File: config.mk
export PLATFORM = sky130hd
export DESIGN_NAME = vlic_ctrl
export DESIGN_NICKNAME = d
export VERILOG_FILES = /design/src/rtl/vlic_pkg.sv /design/src/rtl/vlic_classify.sv /design/src/rtl/vlic_soft_count.sv /design/src/rtl/vlic_level.sv /design/src/rtl/vlic_ctrl.sv
export SDC_FILE = /design/constraint.sdc
export NUM_CORES = 1
export LEC_CHECK = 0
export ABC_AREA = 1
export BUFFER_PORTS_ARGS = -buffer_cell sky130_fd_sc_hd__buf_4
export CAP_MARGIN = 10
export CORE_MARGIN = 1.5
export CORE_UTILIZATION = 45
export CTS_CLUSTER_SIZE = 16
export DETAILED_ROUTE_END_ITERATION = 12
export PLACE_DENSITY = 0.77
export SKIP_LAST_GASP = 1
export SYNTH_ARGS = -nofsm -noshare
export SYNTH_HDL_FRONTEND = slang
export SYNTH_SLANG_ARGS = --single-unit
File: constraint.sdc
create_clock -name clk -period 3 [get_ports clk]
set_input_delay 0.6 -clock clk [delete_from_list [all_inputs] [get_ports clk]]
set_output_delay 0.6 -clock clk [all_outputs]
set_load 0.02 [all_outputs]
File: src/rtl/vlic_pkg.sv
`timescale 1ns/1ps
// vlic_pkg: shared constants, width codes and the level-to-ratio table.
// Assumes level codes 0..2 with 0 the unrestricted level.
package vlic_pkg;
    localparam int LVL_W    = 2;
    localparam int NUM_LVL  = 3;
    localparam int NUM_SOFT = NUM_LVL - 1;
    localparam int RATIO_W  = 7;

    typedef enum logic [1:0] {
        VW_SCALAR = 2'd0,
        VW_128    = 2'd1,
        VW_256    = 2'd2,
        VW_512    = 2'd3
    } vwidth_e;

    localparam logic [RATIO_W-1:0] RATIO_FULL  = 7'd100;
    localparam logic [RATIO_W-1:0] RATIO_MID   = 7'd85;
    localparam logic [RATIO_W-1:0] RATIO_LOW   = 7'd60;
    localparam logic [RATIO_W-1:0] RATIO_BOOST = 7'd97;

    // Ratio code for a level under the selected scheme.
    function automatic logic [RATIO_W-1:0] ratio_of(input logic mode, input logic [LVL_W-1:0] lvl);
        logic [RATIO_W-1:0] r;
        if (lvl == '0)          r = RATIO_FULL;
        else if (mode)          r = RATIO_BOOST;
        else if (lvl == 2'd1)   r = RATIO_MID;
        else                    r = RATIO_LOW;
        return r;
    endfunction
endpackage

File: src/rtl/vlic_classify.sv
`timescale 1ns/1ps
// vlic_classify: maps one retired instruction to a hard target level,
// a per-level soft hit and the class target used to keep a level.
// Assumes width/heavy are meaningful only when vld is high. Purely combinational.
module vlic_classify
    import vlic_pkg::*;
#(
    parameter int LW = LVL_W,
    parameter int NS = NUM_SOFT
) (
    input  logic          vld,
    input  logic [1:0]    width,
    input  logic          heavy,
    input  logic          mode,
    input  logic          boost,
    input  logic          dis,
    output logic [LW-1:0] hard_tgt,
    output logic [NS-1:0] soft_hit,
    output logic [LW-1:0] cls_tgt
);
    vwidth_e w;
    assign w = vwidth_e'(width);

    // Decode class into trigger kind and target level.
    always_comb begin
        hard_tgt = '0;
        soft_hit = '0;
        cls_tgt  = '0;
        if (vld && !dis) begin
            if (!mode) begin
                if (w == VW_512) begin
                    if (heavy) begin
                        soft_hit[1] = 1'b1;
                        cls_tgt     = LW'(2);
                    end else begin
                        hard_tgt = LW'(1);
                        cls_tgt  = LW'(1);
                    end
                end else if (w == VW_256 && heavy) begin
                    soft_hit[0] = 1'b1;
                    cls_tgt     = LW'(1);
                end
            end else if (w == VW_512 && boost) begin
                hard_tgt = LW'(1);
                cls_tgt  = LW'(1);
            end
        end
    end
endmodule

File: src/rtl/vlic_soft_count.sv
`timescale 1ns/1ps
// vlic_soft_count: counts matching instructions toward one target level and
// pulses fire on the edge where the count reaches the threshold.
// Assumes lvl is the registered license level; the count is held at zero
// while lvl already meets the target, and a quiet window clears it.
module vlic_soft_count #(
    parameter int CNT_W  = 6,
    parameter int WIN_W  = 8,
    parameter int LW     = 2,
    parameter int TARGET = 1
) (
    input  logic             clk,
    input  logic             rst_n,
    input  logic             dis,
    input  logic [LW-1:0]    lvl,
    input  logic             hit,
    input  logic [CNT_W-1:0] thresh,
    input  logic [WIN_W-1:0] window,
    output logic             fire
);
    localparam logic [LW-1:0] TGT = LW'(TARGET);

    logic [CNT_W-1:0] cnt_q;
    logic [WIN_W-1:0] idle_q;
    logic [CNT_W:0]   thr_eff;
    logic [CNT_W:0]   cnt_inc;
    logic [WIN_W:0]   idle_inc;
    logic             granted;
    logic             win_expire;

    // Effective threshold and next-count arithmetic.
    always_comb begin
        thr_eff    = (thresh == '0) ? (CNT_W+1)'(1) : {1'b0, thresh};
        cnt_inc    = {1'b0, cnt_q} + 1'b1;
        idle_inc   = {1'b0, idle_q} + 1'b1;
        granted    = dis || (lvl >= TGT);
        win_expire = (window != '0) && (idle_inc >= {1'b0, window});
        fire       = !granted && hit && (cnt_inc >= thr_eff);
    end

    // Count and quiet-window state.
    always_ff @(posedge clk) begin
        if (!rst_n || granted) begin
            cnt_q  <= '0;
            idle_q <= '0;
        end else if (hit) begin
            idle_q <= '0;
            cnt_q  <= fire ? '0 : cnt_inc[CNT_W-1:0];
        end else if (win_expire) begin
            cnt_q  <= '0;
            idle_q <= '0;
        end else if (idle_q != '1) begin
            idle_q <= idle_inc[WIN_W-1:0];
        end
    end

    // once the level meets the target, the count is empty next cycle.
    a_r12_clear_on_grant: assert property (@(posedge clk) disable iff (!rst_n)
        (lvl >= TGT) |=> (cnt_q == '0));
    // a soft raise only ever comes from a matching instruction.
    a_r4_fire_needs_hit: assert property (@(posedge clk) disable iff (!rst_n)
        fire |-> hit);
    // an expired window leaves no partial count behind.
    a_r6_window_clears: assert property (@(posedge clk) disable iff (!rst_n)
        (!hit && win_expire) |=> (cnt_q == '0));
endmodule

File: src/rtl/vlic_level.sv
`timescale 1ns/1ps
// vlic_level: holds the license level, applies the highest requested raise,
// and steps down one level after a hold-off without a keeping instruction.
// Assumes raise requests are valid for the current cycle only.
module vlic_level #(
    parameter int LW     = 2,
    parameter int NS     = 2,
    parameter int HOLD_W = 10
) (
    input  logic              clk,
    input  logic              rst_n,
    input  logic              dis,
    input  logic [LW-1:0]     hard_tgt,
    input  logic [NS-1:0]     fire,
    input  logic [LW-1:0]     cls_tgt,
    input  logic [HOLD_W-1:0] holdoff,
    output logic [LW-1:0]     lvl_o
);
    logic [LW-1:0]     lvl_q;
    logic [HOLD_W-1:0] hold_q;
    logic [LW-1:0]     raise_tgt;
    logic [HOLD_W:0]   hold_lim;
    logic [HOLD_W:0]   hold_inc;
    logic              keep;

    // Highest requested level this cycle.
    always_comb begin
        raise_tgt = hard_tgt;
        for (int i = 0; i < NS; i++) begin
            if (fire[i] && (LW'(i + 1) > raise_tgt))
                raise_tgt = LW'(i + 1);
        end
    end

    // Hold-off limit and keep decision.
    always_comb begin
        hold_lim = (holdoff == '0) ? (HOLD_W+1)'(1) : {1'b0, holdoff};
        hold_inc = {1'b0, hold_q} + 1'b1;
        keep     = (lvl_q == '0) || ((cls_tgt != '0) && (cls_tgt >= lvl_q));
    end

    // Level register with raise-before-fall priority.
    always_ff @(posedge clk) begin
        if (!rst_n || dis) begin
            lvl_q  <= '0;
            hold_q <= '0;
        end else if (raise_tgt > lvl_q) begin
            lvl_q  <= raise_tgt;
            hold_q <= '0;
        end else if (keep) begin
            hold_q <= '0;
        end else if (hold_inc >= hold_lim) begin
            lvl_q  <= lvl_q - 1'b1;
            hold_q <= '0;
        end else begin
            hold_q <= hold_inc[HOLD_W-1:0];
        end
    end

    assign lvl_o = lvl_q;

    // disable forces level 0 on the next edge.
    a_r11_disable_zero: assert property (@(posedge clk) disable iff (!rst_n)
        dis |=> (lvl_q == '0));
    // without disable, a fall is always exactly one step.
    a_r8_single_step: assert property (@(posedge clk) disable iff (!rst_n)
        ($past(!dis) && (lvl_q < $past(lvl_q))) |-> (lvl_q + 1'b1 == $past(lvl_q)));
    // a pending raise is taken regardless of hold-off expiry.
    a_r9_raise_wins: assert property (@(posedge clk) disable iff (!rst_n)
        (!dis && (raise_tgt > lvl_q)) |=> (lvl_q == $past(raise_tgt)));
endmodule

File: src/rtl/vlic_ctrl.sv
`timescale 1ns/1ps
// vlic_ctrl: per-thread frequency license controller. Classifies retired
// instructions, runs one soft counter per reduced level, holds the level and
// drives the ratio code. Assumes configuration is quasi-static.
module vlic_ctrl
    import vlic_pkg::*;
#(
    parameter int CNT_W  = 6,
    parameter int WIN_W  = 8,
    parameter int HOLD_W = 10
) (
    input  logic               clk,
    input  logic               rst_n,
    input  logic               cfg_disable,
    input  logic               cfg_mode,
    input  logic [CNT_W-1:0]   cfg_soft_thresh,
    input  logic [WIN_W-1:0]   cfg_window,
    input  logic [HOLD_W-1:0]  cfg_holdoff,
    input  logic               single_core_boost,
    input  logic               retire_vld,
    input  logic [1:0]         retire_width,
    input  logic               retire_heavy,
    output logic [LVL_W-1:0]   lic_level,
    output logic [RATIO_W-1:0] lic_ratio
);
    logic [LVL_W-1:0]    hard_tgt;
    logic [LVL_W-1:0]    cls_tgt;
    logic [NUM_SOFT-1:0] soft_hit;
    logic [NUM_SOFT-1:0] soft_fire;
    logic [LVL_W-1:0]    lvl;

    vlic_classify #(.LW(LVL_W), .NS(NUM_SOFT)) u_cls (
        .vld      (retire_vld),
        .width    (retire_width),
        .heavy    (retire_heavy),
        .mode     (cfg_mode),
        .boost    (single_core_boost),
        .dis      (cfg_disable),
        .hard_tgt (hard_tgt),
        .soft_hit (soft_hit),
        .cls_tgt  (cls_tgt)
    );

    for (genvar g = 0; g < NUM_SOFT; g++) begin : g_soft
        vlic_soft_count #(
            .CNT_W (CNT_W),
            .WIN_W (WIN_W),
            .LW    (LVL_W),
            .TARGET(g + 1)
        ) u_soft (
            .clk    (clk),
            .rst_n  (rst_n),
            .dis    (cfg_disable),
            .lvl    (lvl),
            .hit    (soft_hit[g]),
            .thresh (cfg_soft_thresh),
            .window (cfg_window),
            .fire   (soft_fire[g])
        );
    end

    vlic_level #(.LW(LVL_W), .NS(NUM_SOFT), .HOLD_W(HOLD_W)) u_lvl (
        .clk      (clk),
        .rst_n    (rst_n),
        .dis      (cfg_disable),
        .hard_tgt (hard_tgt),
        .fire     (soft_fire),
        .cls_tgt  (cls_tgt),
        .holdoff  (cfg_holdoff),
        .lvl_o    (lvl)
    );

    // Level and ratio outputs.
    always_comb begin
        lic_level = lvl;
        lic_ratio = ratio_of(cfg_mode, lvl);
    end

    // a light 512-bit instruction in mode 0 reaches level 1 next cycle.
    a_r3_hard_next: assert property (@(posedge clk) disable iff (!rst_n)
        (retire_vld && !cfg_disable && !cfg_mode && retire_width == 2'd3 && !retire_heavy)
        |=> (lic_level != '0));
    // narrow instructions never lift the level off 0.
    a_r7_narrow_no_raise: assert property (@(posedge clk) disable iff (!rst_n)
        (!(retire_vld && retire_width >= 2'd2) && lic_level == '0) |=> (lic_level == '0));
    // mode 1 without boost cannot leave level 0.
    a_r10_boost_gate: assert property (@(posedge clk) disable iff (!rst_n)
        (cfg_mode && !single_core_boost && lic_level == '0) |=> (lic_level == '0));
endmodule

==> Word-level counts from Yosys, hierarchy flattened <==
Index checks and enable logic that the tools add are counted.
{ "op_classes": {"muxes": 32, "addsub": 6, "reduce_logical": 34, "order_cmp": 11, "n_eq_ne": 6} }
{ "ops": {"columns": ["operator", "n"], "rows": [
  ["6-bit 2-to-1 mux", 7],
  ["2-bit 2-to-1 mux", 14],
  ["7-bit 2-to-1 mux", 3],
  ["8-bit by 1-bit adder with 9-bit output, second input constant", 2],
  ["9-bit by 8-bit greater-or-equal comparator with 1-bit output", 2],
  ["8-bit != test, second input constant", 2],
  ["6-bit by 1-bit adder with 7-bit output, second input constant", 2],
  ["1-bit logical AND", 12],
  ["10-bit by 1-bit adder with 11-bit output, second input constant", 1],
  ["11-bit greater-or-equal comparator", 1],
  ["10-bit logical NOT", 1],
  ["10-bit 2-to-1 mux", 1],
  ["2-bit nonzero test", 4],
  ["8-bit nonzero test", 1],
  ["7-bit by 6-bit greater-or-equal comparator with 1-bit output", 1],
  ["7-bit greater-or-equal comparator", 1],
  ["1-bit 2-to-1 mux", 7],
  ["6-bit logical NOT", 1],
  ["1-bit logical OR", 6],
  ["3-bit OR reduction", 2],
  ["2-bit equality test, second input constant", 2],
  ["1-bit logical NOT", 4],
  ["4-bit OR reduction", 1],
  ["2-bit by 1-bit equality test with 1-bit output, second input constant", 1],
  ["10 further kinds", 10]
]} }
{ "word_totals": {"out_inout_bits": 9, "ff_bits": 40} }

==> Longest topological paths before layout <==
{ "depth": {"ltp_word": 16, "mapped_depth": 22, "mapped_depth_nobuf": 22} }

==> Hierarchy <==
From an unflattened synthesis, not the netlist that was laid out.
{ "unflattened": {"hier_cells": 522, "hier_area_um2": 3589.7} }
{ "modules_own_cells": {"columns": ["module", "cells_per_inst", "n_inst", "seq_area_each_um2", "area_each_um2"], "rows": [
  ["vlic_soft_count at g_soft[0].u_soft", 159, 1, 280.3, 1196.1],
  ["vlic_soft_count at g_soft[1].u_soft", 176, 1, 280.3, 1188.6],
  ["vlic_level", 153, 1, 240.2, 1044.8],
  ["vlic_classify", 21, 1, 0.0, 102.6],
  ["vlic_ctrl", 13, 1, 0.0, 57.6]
]} }

==> Least setup slack after synthesis <==
Ideal clock, no wire load.
{ "synth_path": {"path_type": "register to register", "start": "register g_soft[1].u_soft.cnt_q[0]", "end": "register u_lvl.lvl_q[1] (netlist: u_lvl.lvl_o[1])", "setup_slack_ns": 0.195, "stages_incl_launch_ff": 23, "n_path_buf": 0, "setup_ns": 0.113, "arrival_ns": 2.692, "path_cell_list": "dfxtp_1 ha_1 nand3_1 xor2_1 inv_1 ha_1 a21oi_1 nor2_1 nor3_1 nand2_1 nand2_1 inv_1 ha_1 inv_1 o21ai_0 nand2_1 o21ai_1 nor2_1 nand2_1 nand2_1 nand2_1 nand2_1 nor2_1"} }
{ "synth_via": {"elab_chain_cells": 8, "word_cells_on_any_way": 10} }
{ "synth_rtl": {"columns": ["item", "line_no", "source"], "rows": [
  ["start, declared", "vlic_soft_count.sv:23", "logic [CNT_W-1:0] cnt_q;"],
  ["start signal, assigned", "vlic_soft_count.sv:48", "cnt_q <= fire ? '0 : cnt_inc[CNT_W-1:0];"],
  ["6-bit by 1-bit adder with 7-bit output *", "vlic_soft_count.sv:34", "cnt_inc = {1'b0, cnt_q} + 1'b1;"],
  ["7-bit by 6-bit greater-or-equal comparator with 1-bit output *", "vlic_soft_count.sv:38", "fire = !granted && hit && (cnt_inc >= thr_eff);"],
  ["1-bit logical AND *", "vlic_soft_count.sv:38", null],
  ["1-bit logical AND *", "vlic_level.sv:30", "if (fire[i] && (LW'(i + 1) > raise_tgt))"],
  ["2-bit 2-to-1 mux *", "vlic_level.sv:30", null],
  ["2-bit > comparator", "vlic_level.sv:47", "end else if (raise_tgt > lvl_q) begin"],
  ["2-bit != test (no line) / 2-bit nonzero test (equally long branches)", null, null],
  ["2-bit AND reduction (no line)", null, null],
  ["end signal, assigned", "vlic_level.sv:48", "lvl_q <= raise_tgt;"],
  ["end signal, assigned", "vlic_level.sv:53", "lvl_q <= lvl_q - 1'b1;"],
  ["end, declared", "vlic_level.sv:19", "logic [LW-1:0] lvl_q;"]
]} }
Every way passes the cells marked *; elsewhere a longest branch is shown, timed or not.
A chain may end at the register's enable or synchronous reset.

==> Worst setup path in the final report <==
{ "layout_path": {"start": "register g_soft[1].u_soft.cnt_q[0]", "end": "register u_lvl.hold_q[9]"} }
{ "layout_via": {"elab_chain_cells": 7} }
{ "layout_rtl": {"columns": ["item", "line_no", "source"], "rows": [
  ["6-bit by 1-bit adder with 7-bit output", "vlic_soft_count.sv:34", null],
  ["7-bit by 6-bit greater-or-equal comparator with 1-bit output", "vlic_soft_count.sv:38", null],
  ["1-bit logical AND", "vlic_soft_count.sv:38", null],
  ["1-bit logical AND", "vlic_level.sv:30", null],
  ["2-bit 2-to-1 mux", "vlic_level.sv:30", null],
  ["2-bit > comparator", "vlic_level.sv:47", null],
  ["4-bit OR reduction (no line)", null, null],
  ["end signal, assigned", "vlic_level.sv:56", "hold_q <= hold_inc[HOLD_W-1:0];"],
  ["end, declared", "vlic_level.sv:20", "logic [HOLD_W-1:0] hold_q;"]
]} }
Every way passes these cells.

==> summary.txt <==
Pwr
  • Leakage: 2.27 nW
  • VDD IR max: 171 uV
  • Tot Pwr: 1.05 mW
  • PwrDens: 245 nW/um^2

Timing
  • Slew headroom: 0.584
  • Setup-failing EPs final: 0
  • Setup TNS: 0 ps
  • Final worst setup slack: 101 ps
  • Hold_ws: about 510 ps
  • Final hold violation count: 0
  • Part of the cycle the worst path needs: 0.966
  • Peak Freq: between 300 and 400 MHz
  • Slew @ Worst Pin: between 600 and 700 ps
  • Final worst path period need: 2900 ps
  • RSZ-0062 raised after global routing: true
  • Clock skew: 5.64 ps
  • Slew Limit Fails: 0

Finish
  • Layout Cells excl Fill: 660
  • Fin util: 0.579
  • N_diodes: 0
  • Area delta synth->final: 22.4%
  • Cell area after layout: 4290 um^2
  • Final nets: 645
  • Share of layout cells above drive strength 1: 0.253

Hold path
  • Hold Startpoint: g_soft[0].u_soft.cnt_q[1]
  • Hold Path Sink: g_soft[0].u_soft.cnt_q[1]
  • Min-Delay Path Class: reg -> reg
  • Worst Hold Depth: 2

Synthesis
  • Top cells by area, synth: dfxtp_1, ha_1, inv_1
  • Mapped Cells: 500
  • Post-Syn Area: approximately 3500 um^2
  • Number of flops mapped to enable cells by yosys: 0
  • Ys Warns: 0
  • Yosys cell types: 35
  • Post-synth ARST share: 0
  • Commonest cells in the synthesized netlist: inv_1, nand2_1, ha_1
  • Most used DFF post-synth: dfxtp_1
  • Proportion of synthesized area in mux cells: 0
  • Sequential element share of the synthesized area: 0.229
  • Synthesis-stage register bit count: 40
  • Main combinational cell family by area after synthesis: simple AND/OR/NAND/NOR gates
  • Adder-cell share of the synthesized area: 0.182
  • Post-synthesis simple-gate area fraction: 0.318
  • Synthesized area per cell: 7.01 um^2
  • Total nets after synthesis: 584
  • Cell taking the most area after synthesis: dfxtp_1
  • Compound-Gate Fraction of Synth Area: 0.101
  • Post-synth top area share: 0.229
  • Post-Synth XOR/XNOR Area: 0.0600

Critical path
  • CP endpoint kind: flip-flop
  • Crit path DAT: 3130 ps
  • R2R Path Start: g_soft[1].u_soft.cnt_q[0]
  • Max stage delay on crit path: roughly 370 ps
  • Crit path top cell by count: nand2_2
  • Critical path startpoint category: flip-flop
  • Worst path cell trace: buf_6 -> nand3_4 -> nand3b_1 -> xor2_2 -> ha_1 -> inv_1 -> nor2_1 -> nor3_2 -> nand2_2 -> nand2_2 -> inv_2 -> ha_4 -> nand2_1 -> nand2_2 -> o21ai_2 -> nor2_2 -> buf_6 -> nand3_4 -> a21oi_2
  • CP Class: reg -> reg
  • Reg2Reg Depth: 19
  • Reg2reg end: u_lvl.hold_q[9]
  • Worst path slowest cell: dfxtp_2
  • Worst Path Buf+Inv: 4
  • Worst R2R Setup Slack: 100 ps
  • Crit path max-delay family: simple AND/OR/NAND/NOR gates
  • Crit path max fanout: 5
  • WP data required: 3230 ps

Clock network
  • Root Driver: clkbuf_8
  • Hold Buf Count CTS: 0
  • Later-pin clock latency in the skew report: 290 ps
  • Clk sinks: 40
  • Clk buf depth: 2
  • # H-tree levels: 2
  • Clk slew on worst S/H paths: 80 ps
  • TritonCTS Buffers: 5
  • CTS tree: built

Floorplanning
  • Core Rows: 31
  • Core area: 7410 um^2
  • Die height: 91.2 um
  • Num ports: 42
  • Die width: 91.2 um
  • Initial core utilization: 0.473
  • Die area: 8320 um^2

Detailed routing
  • TritonRoute pass-1 iters: 6
  • Wirelength per Cell: 11.9 um
  • DRC: 0
  • Starting DRT DRC Count: 110
  • Post-Route WL: 7890 um
  • Detail Route Antenna Nets: 0
  • Mean number of vias per cell: 4.95
  • Via count: 3264

Placement
  • Pre-CTS setup slack: -162 ps
  • Placed cell areas: 3990 um^2
  • Hpwl dp: 6020 um
  • Port-buffer cells: 40
  • RePlAce Congestion: 0.883
  • # placed instances: 647

Global route
  • Largest net degree at the start of global routing: 13
  • Gr ovfl total: 0
  • Overall routing resource usage: 0.194
  • First-pass GRT wire length: about 13000 um
  • Vias in the first global route: 3241
  • Antenna violations before repair: 0

Run
  • Number of max-cap violations: 0

Status
  • Status: completed
## state kept, by name (all words and copies together), names as in the netlist
signal / cells
g_soft.u_soft.idle_q: 16
u_lvl.lvl_o: 2
u_lvl.hold_q: 10
g_soft.u_soft.cnt_q: 12
## area by class of cell
type	count	area (um^2)
well taps	99	124
clock buffers	5	68.8
flip-flops and latches	40	811
clock inverters	2	12.5
inverters	100	375
repair buffers	54	417
fillers	668	3120
multi-input cells	360	2480
## per-layer routing
metal,vias up,global-route usage,part of all wire
met2,42,0.351,0.52
met4,0,0.0768,0.014
met1,1500,0.226,0.45
met3,10,0.0285,0.019
li1,1712,-,-
met5,-,0,0
## repair_timing
item / CTS / global route
pin swaps: 8 / 16
cloned: 0 / 1
buffers inserted: 2 / 3
gates resized for setup: 8 / 36
setup endpoints to repair: 12 / 12
## kinds of logic after synthesis
group / after synthesis
adders and majority gates: 51
other: 1
xor gates and xnor gates: 24
buffers and inverters: 101
and+or+nand+nor: 230
AOI/OAI and AO/OA: 53
DFF: 40
## tightest hold or removal path, delay by kind of cell, from the launching register on
| kind | cells | cell delay [ps] |
|---|---|---|
| and+or+nand+nor | 1 | 70 |
| DFF | 1 | 350 |
| AOI/OAI and AO/OA | 1 | 60 |
## how the worst max path moves through the flow
stage,startpoint,endpoint,slack [ps],cells past startpoint
2_1_floorplan,g_soft[1].u_soft.cnt_q[0],u_lvl.lvl_o[1],200,22
3_5_place_dp,cfg_soft_thresh[2],u_lvl.lvl_o[0],-160,23
6_report,g_soft[1].u_soft.cnt_q[0],u_lvl.hold_q[9],100,19
3_3_place_gp,cfg_soft_thresh[2],u_lvl.lvl_o[1],4,23
5_1_grt,cfg_soft_thresh[2],u_lvl.lvl_o[1],-10,23
4_1_cts,g_soft[1].u_soft.cnt_q[1],u_lvl.lvl_o[1],40,21
## cell usage in the layout (no fill, tap or decap), types with 4 or more instances in the layout
master,synthesis,layout
nand3_1,26,23
dfxtp_1,40,34
or2_2,4,4
a21o_1,4,4
a21oi_2,11,15
nor3_1,9,8
nand2_1,99,93
o21ai_0,10,9
nor2_1,48,44
nand2_4,4,5
ha_1,51,47
nor4_1,5,5
clkbuf_8,0,5
a21oi_1,16,12
dfxtp_2,0,5
nand3b_1,5,5
nand4_1,7,7
inv_1,99,97
nand2_2,7,12
nor2_2,6,10
nand3_2,4,5
xor2_1,24,22
buf_4,1,51
## where the power goes
group          switching, mW  leakage, nW  internal (mW)
combinational         0.0889         1.91         0.0760
sequential           0.00373        0.326          0.533
clock                  0.191       0.0400          0.158
total                  0.284         2.27          0.766
(Power assumes the default switching activity.)
